**config.mk**
```make
export PLATFORM = sky130hd
export DESIGN_NAME = vtag_matcher
export DESIGN_NICKNAME = d
export VERILOG_FILES = /design/src/rtl/vtag_pkg.sv /design/src/rtl/vtag_parity.sv /design/src/rtl/vtag_compare.sv /design/src/rtl/vtag_wrport.sv /design/src/rtl/vtag_matcher.sv
export SDC_FILE = /design/constraint.sdc
export NUM_CORES = 1
export LEC_CHECK = 0
export BUFFER_PORTS_ARGS = -buffer_cell sky130_fd_sc_hd__buf_2
export CAP_MARGIN = 20
export CORE_MARGIN = 1.5
export CORE_UTILIZATION = 29
export CTS_CLUSTER_DIAMETER = 120
export DETAILED_ROUTE_END_ITERATION = 7
export SYNTH_ARGS = -nofsm -noshare
export SYNTH_HDL_FRONTEND = slang
export SYNTH_SLANG_ARGS = --single-unit
```
**constraint.sdc**
```tcl
create_clock -name clk -period 3.5 [get_ports clk]
set_input_delay 0.7 -clock clk [delete_from_list [all_inputs] [get_ports clk]]
set_output_delay 0.7 -clock clk [all_outputs]
set_load 0.005 [all_outputs]
```
**src/rtl/vtag_pkg.sv**
```systemverilog
package vtag_pkg;

   // Privilege mode encoding used to index the permission field
   typedef enum logic [1:0] {
      MODE_KERNEL = 2'd0,
      MODE_EXEC   = 2'd1,
      MODE_SUPER  = 2'd2,
      MODE_USER   = 2'd3
   } priv_mode_e;

   localparam int unsigned DEF_VA_W      = 48;
   localparam int unsigned DEF_TAG_LO    = 15;
   localparam int unsigned DEF_ASN_W     = 8;
   localparam int unsigned DEF_NUM_MODES = 4;

   // Number of bits a parity word covers for a given geometry
   function automatic int unsigned par_cover_w(int unsigned tag_w,
                                               int unsigned asn_w,
                                               int unsigned modes);
      return tag_w + asn_w + 2 + modes;
   endfunction

endpackage

```
**src/rtl/vtag_parity.sv**
```systemverilog
module vtag_parity #(
   parameter int unsigned W        = 8,
   parameter bit          USE_TREE = 1'b1
) (
   input  logic [W-1:0] din,
   output logic         odd
);

   if (W < 1) begin : g_bad_w
      $error("vtag_parity: W must be at least 1");
   end

   if (USE_TREE) begin : g_tree
      localparam int unsigned LV = (W > 1) ? $clog2(W) : 1;
      localparam int unsigned P  = 1 << LV;

      // Balanced XOR tree, one vector per level
      for (genvar l = 0; l <= LV; l++) begin : g_lv
         logic [(P >> l)-1:0] v;
         if (l == 0) begin : g_leaf
            assign v = P'(din);
         end else begin : g_node
            for (genvar j = 0; j < (P >> l); j++) begin : g_x
               assign v[j] = g_lv[l-1].v[2*j] ^ g_lv[l-1].v[2*j+1];
            end
         end
      end
      assign odd = g_lv[LV].v[0];
   end else begin : g_flat
      assign odd = ^din;
   end

endmodule

```
**src/rtl/vtag_compare.sv**
```systemverilog
module vtag_compare #(
   parameter int unsigned TAG_W     = 33,
   parameter int unsigned ASN_W     = 8,
   parameter int unsigned NUM_MODES = 4,
   localparam int unsigned MODE_W   = (NUM_MODES > 1) ? $clog2(NUM_MODES) : 1
) (
   input  logic [TAG_W-1:0]     va_tag,
   input  logic [ASN_W-1:0]     cur_asn,
   input  logic [MODE_W-1:0]    cur_mode,
   input  logic                 cur_phys,
   input  logic                 e_valid,
   input  logic [TAG_W-1:0]     e_tag,
   input  logic [ASN_W-1:0]     e_asn,
   input  logic                 e_glob,
   input  logic                 e_phys,
   input  logic [NUM_MODES-1:0] e_perm,
   input  logic                 par_bad,
   output logic                 hit,
   output logic                 viol,
   output logic                 perr
);

   if (NUM_MODES != (1 << MODE_W)) begin : g_bad_modes
      $error("vtag_compare: NUM_MODES must be a power of two");
   end

   logic tag_eq, asn_ok, phys_eq, match;
   logic [NUM_MODES-1:0] mode_dec;
   logic perm_ok;

   assign tag_eq  = (va_tag == e_tag);
   assign asn_ok  = e_glob | (cur_asn == e_asn);
   assign phys_eq = ~(cur_phys ^ e_phys);

   // One-hot mode decode, then pick the permission bit
   for (genvar m = 0; m < NUM_MODES; m++) begin : g_dec
      assign mode_dec[m] = (cur_mode == MODE_W'(m));
   end
   assign perm_ok = |(mode_dec & e_perm);

   assign match = e_valid & tag_eq & asn_ok & phys_eq;
   assign perr  = e_valid & par_bad;
   assign hit   = match & ~perr;
   assign viol  = hit & ~perm_ok;

endmodule

```
**src/rtl/vtag_wrport.sv**
```systemverilog
module vtag_wrport #(
   parameter int unsigned TAG_W     = 33,
   parameter int unsigned ASN_W     = 8,
   parameter int unsigned NUM_MODES = 4,
   parameter bit          PAR_TREE  = 1'b1,
   localparam int unsigned COV_W    = TAG_W + ASN_W + 2 + NUM_MODES
) (
   input  logic                 clk,
   input  logic                 rst_n,
   input  logic                 wr_en,
   input  logic                 wr_valid,
   input  logic [TAG_W-1:0]     wr_tag,
   input  logic [ASN_W-1:0]     wr_asn,
   input  logic                 wr_glob,
   input  logic                 wr_phys,
   input  logic [NUM_MODES-1:0] wr_perm,
   output logic                 q_valid,
   output logic [TAG_W-1:0]     q_tag,
   output logic [ASN_W-1:0]     q_asn,
   output logic                 q_glob,
   output logic                 q_phys,
   output logic [NUM_MODES-1:0] q_perm,
   output logic                 q_par
);

   logic new_par;

   vtag_parity #(.W(COV_W), .USE_TREE(PAR_TREE)) u_gen (
      .din ({wr_tag, wr_asn, wr_glob, wr_phys, wr_perm}),
      .odd (new_par)
   );

   always_ff @(posedge clk) begin
      if (!rst_n) begin
         q_valid <= 1'b0;
         q_tag   <= '0;
         q_asn   <= '0;
         q_glob  <= 1'b0;
         q_phys  <= 1'b0;
         q_perm  <= '0;
         q_par   <= 1'b0;
      end else if (wr_en) begin
         q_valid <= wr_valid;
         q_tag   <= wr_tag;
         q_asn   <= wr_asn;
         q_glob  <= wr_glob;
         q_phys  <= wr_phys;
         q_perm  <= wr_perm;
         q_par   <= new_par;
      end
   end

   // prepared word always carries even parity after a write
   assert_wr_even_R7: assert property (@(posedge clk) disable iff (!rst_n)
      $past(wr_en) |-> ((^{q_tag, q_asn, q_glob, q_phys, q_perm, q_par}) == 1'b0));

   // no request, no change
   assert_wr_hold_R8: assert property (@(posedge clk) disable iff (!rst_n)
      !$past(wr_en) |-> ($stable(q_tag) && $stable(q_asn) && $stable(q_perm)
                         && $stable(q_par) && $stable(q_valid)));

endmodule

```
**src/rtl/vtag_matcher.sv**
```systemverilog
module vtag_matcher #(
   parameter int unsigned VA_W      = vtag_pkg::DEF_VA_W,
   parameter int unsigned TAG_LO    = vtag_pkg::DEF_TAG_LO,
   parameter int unsigned ASN_W     = vtag_pkg::DEF_ASN_W,
   parameter int unsigned NUM_MODES = vtag_pkg::DEF_NUM_MODES,
   parameter bit          PAR_TREE  = 1'b1,
   parameter bit          OUT_REG   = 1'b1
) (
   input  logic                         clk,
   input  logic                         rst_n,
   input  logic [VA_W-1:0]              lk_vaddr,
   input  logic [ASN_W-1:0]             lk_asn,
   input  logic [$clog2(NUM_MODES)-1:0] lk_mode,
   input  logic                         lk_phys,
   input  logic                         ent_valid,
   input  logic [VA_W-TAG_LO-1:0]       ent_tag,
   input  logic [ASN_W-1:0]             ent_asn,
   input  logic                         ent_glob,
   input  logic                         ent_phys,
   input  logic [NUM_MODES-1:0]         ent_perm,
   input  logic                         ent_par,
   output logic                         hit,
   output logic                         acc_viol,
   output logic                         par_err,
   input  logic                         wr_en,
   input  logic                         wr_valid,
   input  logic [VA_W-TAG_LO-1:0]       wr_tag,
   input  logic [ASN_W-1:0]             wr_asn,
   input  logic                         wr_glob,
   input  logic                         wr_phys,
   input  logic [NUM_MODES-1:0]         wr_perm,
   output logic                         q_valid,
   output logic [VA_W-TAG_LO-1:0]       q_tag,
   output logic [ASN_W-1:0]             q_asn,
   output logic                         q_glob,
   output logic                         q_phys,
   output logic [NUM_MODES-1:0]         q_perm,
   output logic                         q_par
);

   localparam int unsigned TAG_W = VA_W - TAG_LO;
   localparam int unsigned COV_W = vtag_pkg::par_cover_w(TAG_W, ASN_W, NUM_MODES);

   if (TAG_LO >= VA_W) begin : g_bad_tag
      $error("vtag_matcher: TAG_LO must be below VA_W");
   end
   if (NUM_MODES < 2) begin : g_bad_modes
      $error("vtag_matcher: at least two privilege modes needed");
   end

   logic par_odd;
   logic hit_c, viol_c, perr_c;

   // Check word: covered fields plus stored parity, even overall when intact
   vtag_parity #(.W(COV_W + 1), .USE_TREE(PAR_TREE)) u_chk (
      .din ({ent_tag, ent_asn, ent_glob, ent_phys, ent_perm, ent_par}),
      .odd (par_odd)
   );

   vtag_compare #(.TAG_W(TAG_W), .ASN_W(ASN_W), .NUM_MODES(NUM_MODES)) u_cmp (
      .va_tag   (lk_vaddr[VA_W-1:TAG_LO]),
      .cur_asn  (lk_asn),
      .cur_mode (lk_mode),
      .cur_phys (lk_phys),
      .e_valid  (ent_valid),
      .e_tag    (ent_tag),
      .e_asn    (ent_asn),
      .e_glob   (ent_glob),
      .e_phys   (ent_phys),
      .e_perm   (ent_perm),
      .par_bad  (par_odd),
      .hit      (hit_c),
      .viol     (viol_c),
      .perr     (perr_c)
   );

   if (OUT_REG) begin : g_oreg
      always_ff @(posedge clk) begin
         if (!rst_n) begin
            hit      <= 1'b0;
            acc_viol <= 1'b0;
            par_err  <= 1'b0;
         end else begin
            hit      <= hit_c;
            acc_viol <= viol_c;
            par_err  <= perr_c;
         end
      end
   end else begin : g_ocomb
      assign hit      = hit_c & rst_n;
      assign acc_viol = viol_c & rst_n;
      assign par_err  = perr_c & rst_n;
   end

   vtag_wrport #(
      .TAG_W(TAG_W), .ASN_W(ASN_W), .NUM_MODES(NUM_MODES), .PAR_TREE(PAR_TREE)
   ) u_wr (
      .clk      (clk),
      .rst_n    (rst_n),
      .wr_en    (wr_en),
      .wr_valid (wr_valid),
      .wr_tag   (wr_tag),
      .wr_asn   (wr_asn),
      .wr_glob  (wr_glob),
      .wr_phys  (wr_phys),
      .wr_perm  (wr_perm),
      .q_valid  (q_valid),
      .q_tag    (q_tag),
      .q_asn    (q_asn),
      .q_glob   (q_glob),
      .q_phys   (q_phys),
      .q_perm   (q_perm),
      .q_par    (q_par)
   );

   // an invalid entry never produces a hit or a parity error
   assert_invalid_quiet_R4: assert property (@(posedge clk) disable iff (!rst_n)
      !ent_valid |-> (!hit_c && !perr_c && !viol_c));

   // physical-mode mismatch always misses
   assert_phys_miss_R3: assert property (@(posedge clk) disable iff (!rst_n)
      (ent_phys != lk_phys) |-> !hit_c);

   // violation only accompanies a hit
   assert_viol_on_hit_R5: assert property (@(posedge clk) disable iff (!rst_n)
      acc_viol |-> hit);

   // a parity error suppresses the hit and the violation
   assert_perr_blocks_R6: assert property (@(posedge clk) disable iff (!rst_n)
      par_err |-> (!hit && !acc_viol));

endmodule

```
==> results.json, run 1 <==
{
  "synthArstFlopShare_pct": 0,
  "placed_cells": 640,
  "fin_crit_ns": 1.94,
  "worstSetupPathType": "primary input to flip-flop",
  "grt_start_max_net_pins": 49,
  "cts_root_buffer": "clkbuf_8",
  "io_pins": 211,
  "report.final.slew_viol_count": 0,
  "grt_pass1_wl_mm": 12.6,
  "period_share_pct": 55.5,
  "ys_warn_count": 0,
  "start_util_pct": 30.0,
  "largest_register_ffs": 33,
  "arrival_ns": 2.14,
  "h-tree-depth": 2,
  "synth-seq-cells": 52,
  "gp_congestion": 0.841,
  "globalRouteMet2Util_pct": 27.6,
  "cts-hold-fix-buffers": 0,
  "grt_util_met3_pct": 3.07,
  "clock_path_buffers": 2,
  "dp_hpwl_mm": 6.84,
  "critical_path_buf_inv_count": 1,
  "die_h_um": 106,
  "path_delay_family": "XOR/XNOR gates",
  "use_met1_pct": 14.8,
  "ys_seq_area_share_pct": 33.6,
  "crit_path_top_delay_cell": "xnor3_1",
  "vias": 2765,
  "status": "finished clean",
  "worst_pin_slew_ns": 0.876,
  "synthCells": 317,
  "rows": 37,
  "path_max_fanout": 2,
  "grt_busiest_layer": "met2",
  "die_w_um": 106,
  "final-instance-count-excl-fill": 648,
  "reg_top3": "u_wr.q_tag (33), u_wr.q_asn (8), u_wr.q_perm (4)",
  "postCtsSetupRepairBufs": 0,
  "drive_above_1_share_pct": 40.6,
  "nFillCells": 1053,
  "crit_path_max_incr_delay_ns": 0.35,
  "tns_ns": 0,
  "synth_nets": 476,
  "relSlewSlack_pct": 41.5,
  "antenna_cells": 0,
  "viasPerCell": 4.27,
  "crit_top_cell": "xnor2_1",
  "worstPathRequired_ns": 3.70,
  "synthDistinctLibCells": 20,
  "drc_errors": 0,
  "synth_edf_count": 0,
  "antenna_found_initial": 0,
  "grt_pass1_vias": 2775,
  "die_area_sq_mm": 0.0113,
  "area_growth_pct": 40.6,
  "cts_tree": "yes",
  "vdd_drop_max_v": 0.000185,
  "syn_area_per_cell_sq_um": 9.78,
  "path_cells": "buf_2 > xor2_1 > xnor2_1 > xnor2_1 > xnor2_1 > xnor3_1 > mux2i_1 > nor2_1",
  "avgRoutedWirePerCell_um": 12.4,
  "cts.sinks": 52,
  "cp-start-kind": "primary input",
  "grtUsageTotal_pct": 14.0,
  "rrSetupSlack_ns": 2.86,
  "drv_cap": 0,
  "top_register": "u_wr.q_tag",
  "finClkSkew_ns": 0,
  "grt_overflow": 0,
  "clock_latency_ns": 0.30,
  "drt_wl_total_mm": 8.06,
  "worst_setup_path_end_kind": "flip-flop",
  "antenna_left": 0,
  "dr.pass1.iters": 3,
  "power_leakage_nw": 2.17,
  "setup_viol_count_final": 0,
  "hold_class": "flip-flop to flip-flop",
  "powerDensity_mw_per_mm2": 396,
  "port_buffers": 195,
  "fin_nets": 670,
  "cts_resized": 0,
  "ys.flop_type": "dfxtp_1",
  "clk_pin_slew_ns": 0.09,
  "core_area_sq_mm": 0.0103,
  "drt_iter0_drc": 93,
  "syn_area_sq_mm": 0.00310,
  "fmax_mhz": 515,
  "grt_setup_unrepaired": "no",
  "cts_buffers": 5,
  "hold_viol_final": 0
}
## per-layer routing
layer | up-vias | wire, um
met3 | 8 | 668
met2 | 132 | 4180
met5 | - | 0
met4 | 0 | 93
met1 | 1212 | 3120
li1 | 1413 | -
## placed cells by master, fill, tap and decap left out, types with 2 or more instances in the layout
cell      count
mux2i_1      49
xor2_1       50
clkbuf_8      6
nand4_1       2
buf_4         2
nor2_1       50
inv_1         2
dfxtp_1      52
nand3_1       2
xnor3_1       2
buf_2       195
nor4_1        9
xnor2_1      81
## power by group
group          internal, mW  switching, mW
clock network         0.234          0.193
registers             0.631         0.0171
logic                 0.374          0.275
## worst min-delay path: cells and delay by family (launching register included)
kind	cells	cell delay (ns)
muxes	1	0.06
DFF	1	0.33
and+or+nand+nor	1	0.07
## path summary, 6_finish.rpt
path	start	depth (start not counted)	end
worst max register to register	u_wr.q_tag[8]$_SDFFE_PN0P_	2	u_wr.q_tag[8]$_SDFFE_PN0P_
worst max-delay path	wr_asn[5]	8	u_wr.q_par$_SDFFE_PN0P_
worst min register to register	u_wr.q_tag[4]$_SDFFE_PN0P_	2	u_wr.q_tag[4]$_SDFFE_PN0P_
worst min-delay path	u_wr.q_tag[4]$_SDFFE_PN0P_	2	u_wr.q_tag[4]$_SDFFE_PN0P_
## synthesized netlist by cell type, types with 2 or more instances
| library cell | number | area (sq um) |
|---|---|---|
| xnor2_1 | 81 | 709 |
| dfxtp_1 | 52 | 1040 |
| nor2_1 | 50 | 188 |
| xor2_1 | 50 | 438 |
| mux2i_1 | 49 | 490 |
| nor4_1 | 9 | 56.3 |
| clkbuf_1 | 6 | 22.5 |
| buf_1 | 3 | 11.3 |
| buf_2 | 2 | 10.0 |
| inv_1 | 2 | 7.51 |
| nand3_1 | 2 | 10.0 |
| nand4_1 | 2 | 12.5 |
| xnor3_1 | 2 | 45.0 |
## logic make-up after synthesis
| logic type | Yosys count | share of synthesized area [%] |
|---|---|---|
| multiplexers | 50 | 16.6 |
| buffers and inverters | 13 | 1.66 |
| XOR/XNOR | 133 | 38.5 |
| AND/OR/NAND/NOR | 68 | 9.57 |
| flip-flops | 52 | 33.6 |
| AO/OA/AOI/OAI | 1 | 0.161 |
## through the flow
stage	worst slack (ns)	hold slack [ns]	utilization, %	total power [mW]	cell area (sq um)
after floorplan	1.52	0.485	-	1.10	3100
after global placement	1.20	0.468	41.0	1.31	4240
after detailed placement	1.19	0.477	41.0	1.32	4240
after CTS	1.51	0.501	42.2	1.76	4360
after global routing	1.43	0.526	42.2	1.84	4360
final	1.56	0.494	42.2	1.72	4360
## cell type report
cell class	instances	area, sq um	area share (%)
clock buffers	6	82.6	1.89
clock inverters	2	38.8	0.890
inverters	2	7.51	0.172
multi-input cells	252	2010	46.1
flip-flops and latches	52	1040	23.9
well taps	136	170	3.90
repair buffers	198	1010	23.2
Note: power is estimated with default switching activity, not from simulation.
==> run 2: changes to the inputs <==
--- a/config.mk
+++ b/config.mk
@@ -5,6 +5,7 @@
 export SDC_FILE = /design/constraint.sdc
 export NUM_CORES = 1
 export LEC_CHECK = 0
+export ABC_AREA = 1
 export BUFFER_PORTS_ARGS = -buffer_cell sky130_fd_sc_hd__buf_2
 export CAP_MARGIN = 20
 export CORE_MARGIN = 1.5
==> constraint.sdc (replaced) <==
create_clock -name clk -period 1.66 [get_ports clk]
set_input_delay 0.332 -clock clk [delete_from_list [all_inputs] [get_ports clk]]
set_output_delay 0.332 -clock clk [all_outputs]
set_load 0.005 [all_outputs]
==> run 2 against run 1 <==
Net effect: register-to-register slack worse by 1.8 ns; setup slack worse by 1.2 ns; critical endpoint unchanged; largest power group unchanged; hold slack worse by 0.22 ns; area after synthesis up 32%; via count grew 70%; critical path type unchanged; utilization fell by 2.4 points; cell area up 26%; flip-flop and latch count unchanged.
==> results.json, run 2 <==
{
  "clock_latency_ns": 0.29,
  "dp_hpwl_mm": 9.94,
  "hold_class": "primary input to flip-flop",
  "start_util_pct": 29.6,
  "grt_start_max_net_pins": 50,
  "grt_pass1_vias": 4058,
  "grt_pass1_wl_mm": 18.6,
  "crit_cells": 15,
  "clk_pin_slew_ns": 0.07,
  "drt-met1-wl_mm": 5.29,
  "avgRoutedWirePerCell_um": 11.1,
  "cts_resized": 0,
  "port_buffers": 195,
  "synth_mux_area_share_pct": 0.244,
  "drv_cap": 0,
  "die_w_um": 122,
  "synthArstFlopShare_pct": 0,
  "grt_overflow": 0,
  "crit_path_top_delay_cell": "xnor2_1",
  "multi_input_area_sq_mm": 0.00273,
  "worst_pin_slew_ns": 0.435,
  "cp-start-kind": "primary input",
  "nFillCells": 1503,
  "core_area_sq_mm": 0.0138,
  "synth_top_area_cell": "dfxtp_1",
  "status": "finished clean",
  "die_h_um": 122,
  "yosysMostFrequentCell": "nand2_1",
  "cts-hold-fix-buffers": 0,
  "arrival_ns": 1.53,
  "drive_above_1_share_pct": 25.8,
  "vdd_drop_max_v": 0.000360,
  "period_share_pct": 80.5,
  "synthCells": 705,
  "maxUsedRoutingLayer": "met4",
  "fmax_mhz": 748,
  "cts.sinks": 52,
  "critical_path_buf_inv_count": 4,
  "whs_ns": 0.272,
  "vias": 4700,
  "register_area_sq_mm": 0.00104,
  "hold_viol_final": 0,
  "antenna_left": 0,
  "final_common_cell": "nand2_1",
  "p_total_mw": 3.97,
  "viasPerCell": 4.34,
  "drt_iter0_drc": 150,
  "antenna_cells": 0,
  "cts_buffers": 5,
  "clock_path_buffers": 2,
  "ys_warn_count": 0,
  "path_cells": "buf_2 > xnor2_1 > inv_1 > nand2_1 > nand2_1 > nand2_1 > nand2_1 > inv_1 > nand2_1 > nand2_1 > nand2_1 > nand3_1 > nand3_1 > nand2_1 > inv_1",
  "worstSetupPathType": "primary input to flip-flop",
  "relSlewSlack_pct": 71.0,
  "rows": 43,
  "synth_edf_count": 0,
  "synthDistinctLibCells": 29,
  "fin_crit_ns": 1.34,
  "finalWorstSetupSlack_ns": 0.324,
  "antenna_found_initial": 0,
  "synth-seq-cells": 52,
  "powerDensity_mw_per_mm2": 721,
  "io_pins": 211,
  "reg_top3": "u_wr.q_tag (33), u_wr.q_asn (8), u_wr.q_perm (4)",
  "tns_ns": 0,
  "worstPathRequired_ns": 1.86,
  "path_max_fanout": 3,
  "path_delay_family": "simple AND/OR/NAND/NOR gates",
  "synth.area.top_cells": "dfxtp_1, nand2_1, nor2_1",
  "gp_congestion": 0.870,
  "crit_top_cell": "nand2_1",
  "crit_path_max_incr_delay_ns": 0.28,
  "grtUsageTotal_pct": 15.6,
  "syn_area_per_cell_sq_um": 5.81,
  "die_area_sq_mm": 0.0149,
  "synth_top_family_by_area": "simple AND/OR/NAND/NOR gates",
  "grt_setup_unrepaired": "no",
  "cts_tree": "yes",
  "synth-compound-area-share_pct": 10.7,
  "holdPathStages": 3,
  "largest_register_ffs": 33,
  "ys.flop_type": "dfxtp_1",
  "dr.pass1.iters": 4,
  "ys_seq_area_share_pct": 25.4,
  "final_cell_mix": "nand2_1, buf_2, nor2_1",
  "met3_length_um": 859,
  "h-tree-depth": 2,
  "synth_top_area_share_pct": 25.4,
  "drc_errors": 0,
  "synth_nets": 864,
  "synthAdderAreaFrac_pct": 0,
  "setup_viol_count_final": 0,
  "worst_setup_path_end_kind": "flip-flop",
  "finClkSkew_ns": 0,
  "top_register": "u_wr.q_tag",
  "report.final.slew_viol_count": 0,
  "area_growth_pct": 34.4,
  "power_leakage_nw": 3.18,
  "reg2reg_depth": 2,
  "cts_root_buffer": "clkbuf_16",
  "postCtsSetupRepairBufs": 0,
  "synthTopCellsByCount": "nand2_1, nor2_1, inv_1",
  "syn_area_sq_mm": 0.00410,
  "drt_wl_total_mm": 12.1,
  "route.met2.wl_mm": 5.77,
  "synth-xor-area-share_pct": 16.2,
  "synth-simple-area-share_pct": 39.4,
  "fin_nets": 1062,
  "post-place-ws_ns": -0.0515
}
run 2: final cells by class:
type / instances / area share (%)
clock buffer: 5 / 2.27
clock inverter: 3 / 0.840
inverter: 73 / 4.97
multi-input combinational: 565 / 49.5
sequential: 52 / 18.9
tap: 180 / 4.09
timing repair buffer: 206 / 19.4
run 2: cells by family after synthesis:
family / Yosys count
DFF: 52
and+or+nand+nor: 412
xor gates and xnor gates: 74
buffers and inverters: 88
muxes: 1
AOI/OAI and AO/OA: 78
run 2: report_power, final:
part	leakage (nW)	switching [mW]	internal (mW)	total (mW)
Sequential	0.432	0.0366	1.34	1.37
Clock	0.0804	0.487	0.717	1.20
Combinational	2.67	0.797	0.595	1.39
run 2: per-layer routing:
metal | track usage [%] | vias up
li1 | - | 2564
met1 | 19.1 | 1983
met2 | 27.9 | 142
met3 | 2.81 | 11
met4 | 4.41 | 0
met5 | 0 | -
run 2: path summary, 6_finish.rpt:
check | start | endpoint | slack (ns)
worst max-delay path | wr_tag[0] | u_wr.q_par$_SDFFE_PN0P_ | 0.32
worst min-delay path | wr_valid | u_wr.q_valid$_SDFFE_PN0P_ | 0.27
worst max register to register | u_wr.q_tag[18]$_SDFFE_PN0P_ | u_wr.q_tag[18]$_SDFFE_PN0P_ | 1.02
worst min register to register | u_wr.q_tag[14]$_SDFFE_PN0P_ | u_wr.q_tag[14]$_SDFFE_PN0P_ | 0.49
run 2: worst min-delay path, stage by stage:
cell,delay [ns]
buf_2,0.08
nor2_1,0.03
nor2_1,0.09
run 2: through the flow:
| stage | utilization [%] | instance area [sq um] | cells |
|---|---|---|---|
| finish | 39.9 | 5510 | 1084 |
| CTS | 39.9 | 5510 | 1084 |
| floorplan | - | 4100 | 705 |
| detailed placement | 38.6 | 5340 | 1076 |
| global placement | 38.6 | 5340 | 1076 |
| global route | 39.9 | 5510 | 1084 |
==> run 3: changes to the inputs <==
==> constraint.sdc (replaced) <==
create_clock -name clk -period 1.3 [get_ports clk]
set_input_delay 0.26 -clock clk [delete_from_list [all_inputs] [get_ports clk]]
set_output_delay 0.26 -clock clk [all_outputs]
set_load 0.005 [all_outputs]
==> run 3 against run 2 <==
Net effect: combinational power is 53% higher; sequential power increased by 28%; global-route usage up 0.59 points; setup slack got worse by 0.24 ns; power is 32% higher; clock-buffer cell count increased by 1; sequential share of layout area shrank 2.4 points; clock skew unchanged; cell area rose by 15%; critical path depth fell by 3; wire length increased by 4.5%; via count grew 4.8%; largest power group unchanged.
==> results.json, run 3 (synthesis results as in run 2) <==
{
  "worst_hold_startpoint": "wr_valid",
  "start_util_pct": 29.6,
  "reg2reg_depth": 2,
  "grt_pass1_vias": 4252,
  "largest_register_ffs": 33,
  "worstSetupPathType": "primary input to flip-flop",
  "placed_cells": 1116,
  "viasPerCell": 4.37,
  "antenna_cells": 0,
  "reg_top3": "u_wr.q_tag (33), u_wr.q_asn (8), u_wr.q_perm (4)",
  "holdPathStages": 3,
  "drc_errors": 0,
  "finClkSkew_ns": 0,
  "cts-hold-fix-buffers": 0,
  "fin_crit_ns": 1.21,
  "worst_pin_slew_ns": 0.307,
  "rows": 43,
  "cts_buffers": 5,
  "grtUsageTotal_pct": 16.2,
  "dp_hpwl_mm": 10.2,
  "p_total_mw": 5.23,
  "cts_tree": "yes",
  "final_common_cell": "nand2_1",
  "die_area_sq_mm": 0.0149,
  "drv_cap": 0,
  "io_pins": 211,
  "final-instance-count-excl-fill": 1128,
  "grt_pass1_wl_mm": 19.3,
  "rrSetupSlack_ns": 0.66,
  "drt_wl_total_mm": 12.6,
  "cts_root_buffer": "clkbuf_16",
  "setup_viol_count_final": 0,
  "power_leakage_nw": 3.52,
  "grt_overflow": 0,
  "fmax_mhz": 825,
  "status": "finished clean",
  "clk_pin_slew_ns": 0.07,
  "vias": 4924,
  "cp-start-kind": "primary input",
  "drt_iter0_drc": 180,
  "vdd_drop_max_v": 0.000468,
  "relSlewSlack_pct": 79.6,
  "cts.sinks": 52,
  "arrival_ns": 1.40,
  "die_w_um": 122,
  "antenna_left": 0,
  "p_seq_share_pct": 33.5,
  "tns_ns": 0,
  "die_h_um": 122,
  "worst_hold_path.endpoint": "u_wr.q_valid$_SDFFE_PN0P_",
  "period_share_pct": 93.2,
  "report.final.slew_viol_count": 0,
  "grt_start_max_net_pins": 50,
  "hold_viol_final": 0,
  "p_int_mw": 3.45,
  "worst_setup_path_end_kind": "flip-flop",
  "clock_path_buffers": 2,
  "path_max_fanout": 3,
  "gp_congestion": 0.872,
  "worstPathRequired_ns": 1.49,
  "top_register": "u_wr.q_tag",
  "fin_nets": 1107,
  "drive_above_1_share_pct": 37.2,
  "port_buffers": 195,
  "dr.pass1.iters": 4,
  "core_area_sq_mm": 0.0138,
  "p_switching_mw": 1.79,
  "p_comb_share_pct": 40.6,
  "reg2reg_to": "u_wr.q_tag[30]$_SDFFE_PN0P_",
  "h-tree-depth": 2,
  "area_growth_pct": 54.1,
  "avgRoutedWirePerCell_um": 11.2,
  "final_cell_mix": "nand2_1, buf_2, nor2_1",
  "antenna_found_initial": 0,
  "hold_class": "primary input to flip-flop",
  "r2r-start": "u_wr.q_tag[30]$_SDFFE_PN0P_",
  "powerDensity_mw_per_mm2": 828,
  "clockPowerShare_pct": 26.0,
  "power.share.switching_pct": 34.1,
  "grt_setup_unrepaired": "yes",
  "clock_latency_ns": 0.29
}
run 3: changes by cell type in the layout (fill, tap and decap cells not counted), sizes merged:
cell	change
bufinv	-1
inv	-1
clkinv	+1
clkbuf	+1
clkinvlp	-1
buf	+45
run 3: worst max-delay path: stages:
cell and delay [ns]:
buf_2 0.11, xnor2_1 0.22, xnor2_1 0.14, buf_4 0.14
xor2_1 0.13, nand2_1 0.06, nand2_1 0.09, inv_1 0.05
nand2_1 0.05, nand3_1 0.06, nand2_1 0.06, inv_1 0.03
run 3: worst max path at each step:
| stage | end | depth (start not counted) | start | slack, ns |
|---|---|---|---|---|
| finish | u_wr.q_par$_SDFFE_PN0P_ | 12 | wr_tag[26] | 0.09 |
| global route | u_wr.q_par$_SDFFE_PN0P_ | 13 | wr_tag[12] | -0.10 |
| CTS | u_wr.q_par$_SDFFE_PN0P_ | 15 | wr_tag[0] | 0.02 |
| detailed placement | acc_viol$_SDFF_PN0_ | 17 | ent_tag[0] | -0.33 |
| global placement | acc_viol$_SDFF_PN0_ | 17 | ent_tag[0] | -0.29 |
| floorplan | acc_viol$_SDFF_PN0_ | 12 | ent_tag[23] | 0.02 |
run 3: power groups by stage:
stage / logic, mW / registers (mW) / clock network [mW]
final: 2.12 / 1.75 / 1.36
after CTS: 1.91 / 1.75 / 1.41
after global routing: 2.41 / 1.77 / 1.45
after global placement: 1.88 / 1.79 / 0
after floorplan: 1.09 / 1.80 / 0
after detailed placement: 1.90 / 1.79 / 0
run 3: final cells by class:
cell class	count	area (sq um)
tap	180	225
timing repair buffer	251	1550
sequential	52	1040
clock buffer	6	139
fill	1439	7510
multi-input combinational	565	3060
clock inverter	1	8.76
inverter	73	292
run 3: per-stage QoR:
step	setup WS, ns	hold slack (ns)	cell area, sq um	utilization [%]
finish	0.0880	0.211	6310	45.7
global route	-0.100	0.237	6310	45.7
CTS	0.0163	0.201	5800	42.0
detailed placement	-0.329	0.479	5650	40.9
global placement	-0.288	0.475	5650	40.9
floorplan	0.0184	0.395	4100	-
run 3: per-layer routing:
metal	share of wire, %	track usage [%]
met1	43	19.8
met2	49	29.3
met3	6.8	2.48
met4	1.4	4.34
met5	0	0
run 3: repair_timing:
item                                    in CTS  in global routing
endpoints found under the setup margin       2                  4
buffers inserted                             0                  5
pin swaps                                    0                 45
resized for setup                            2                146
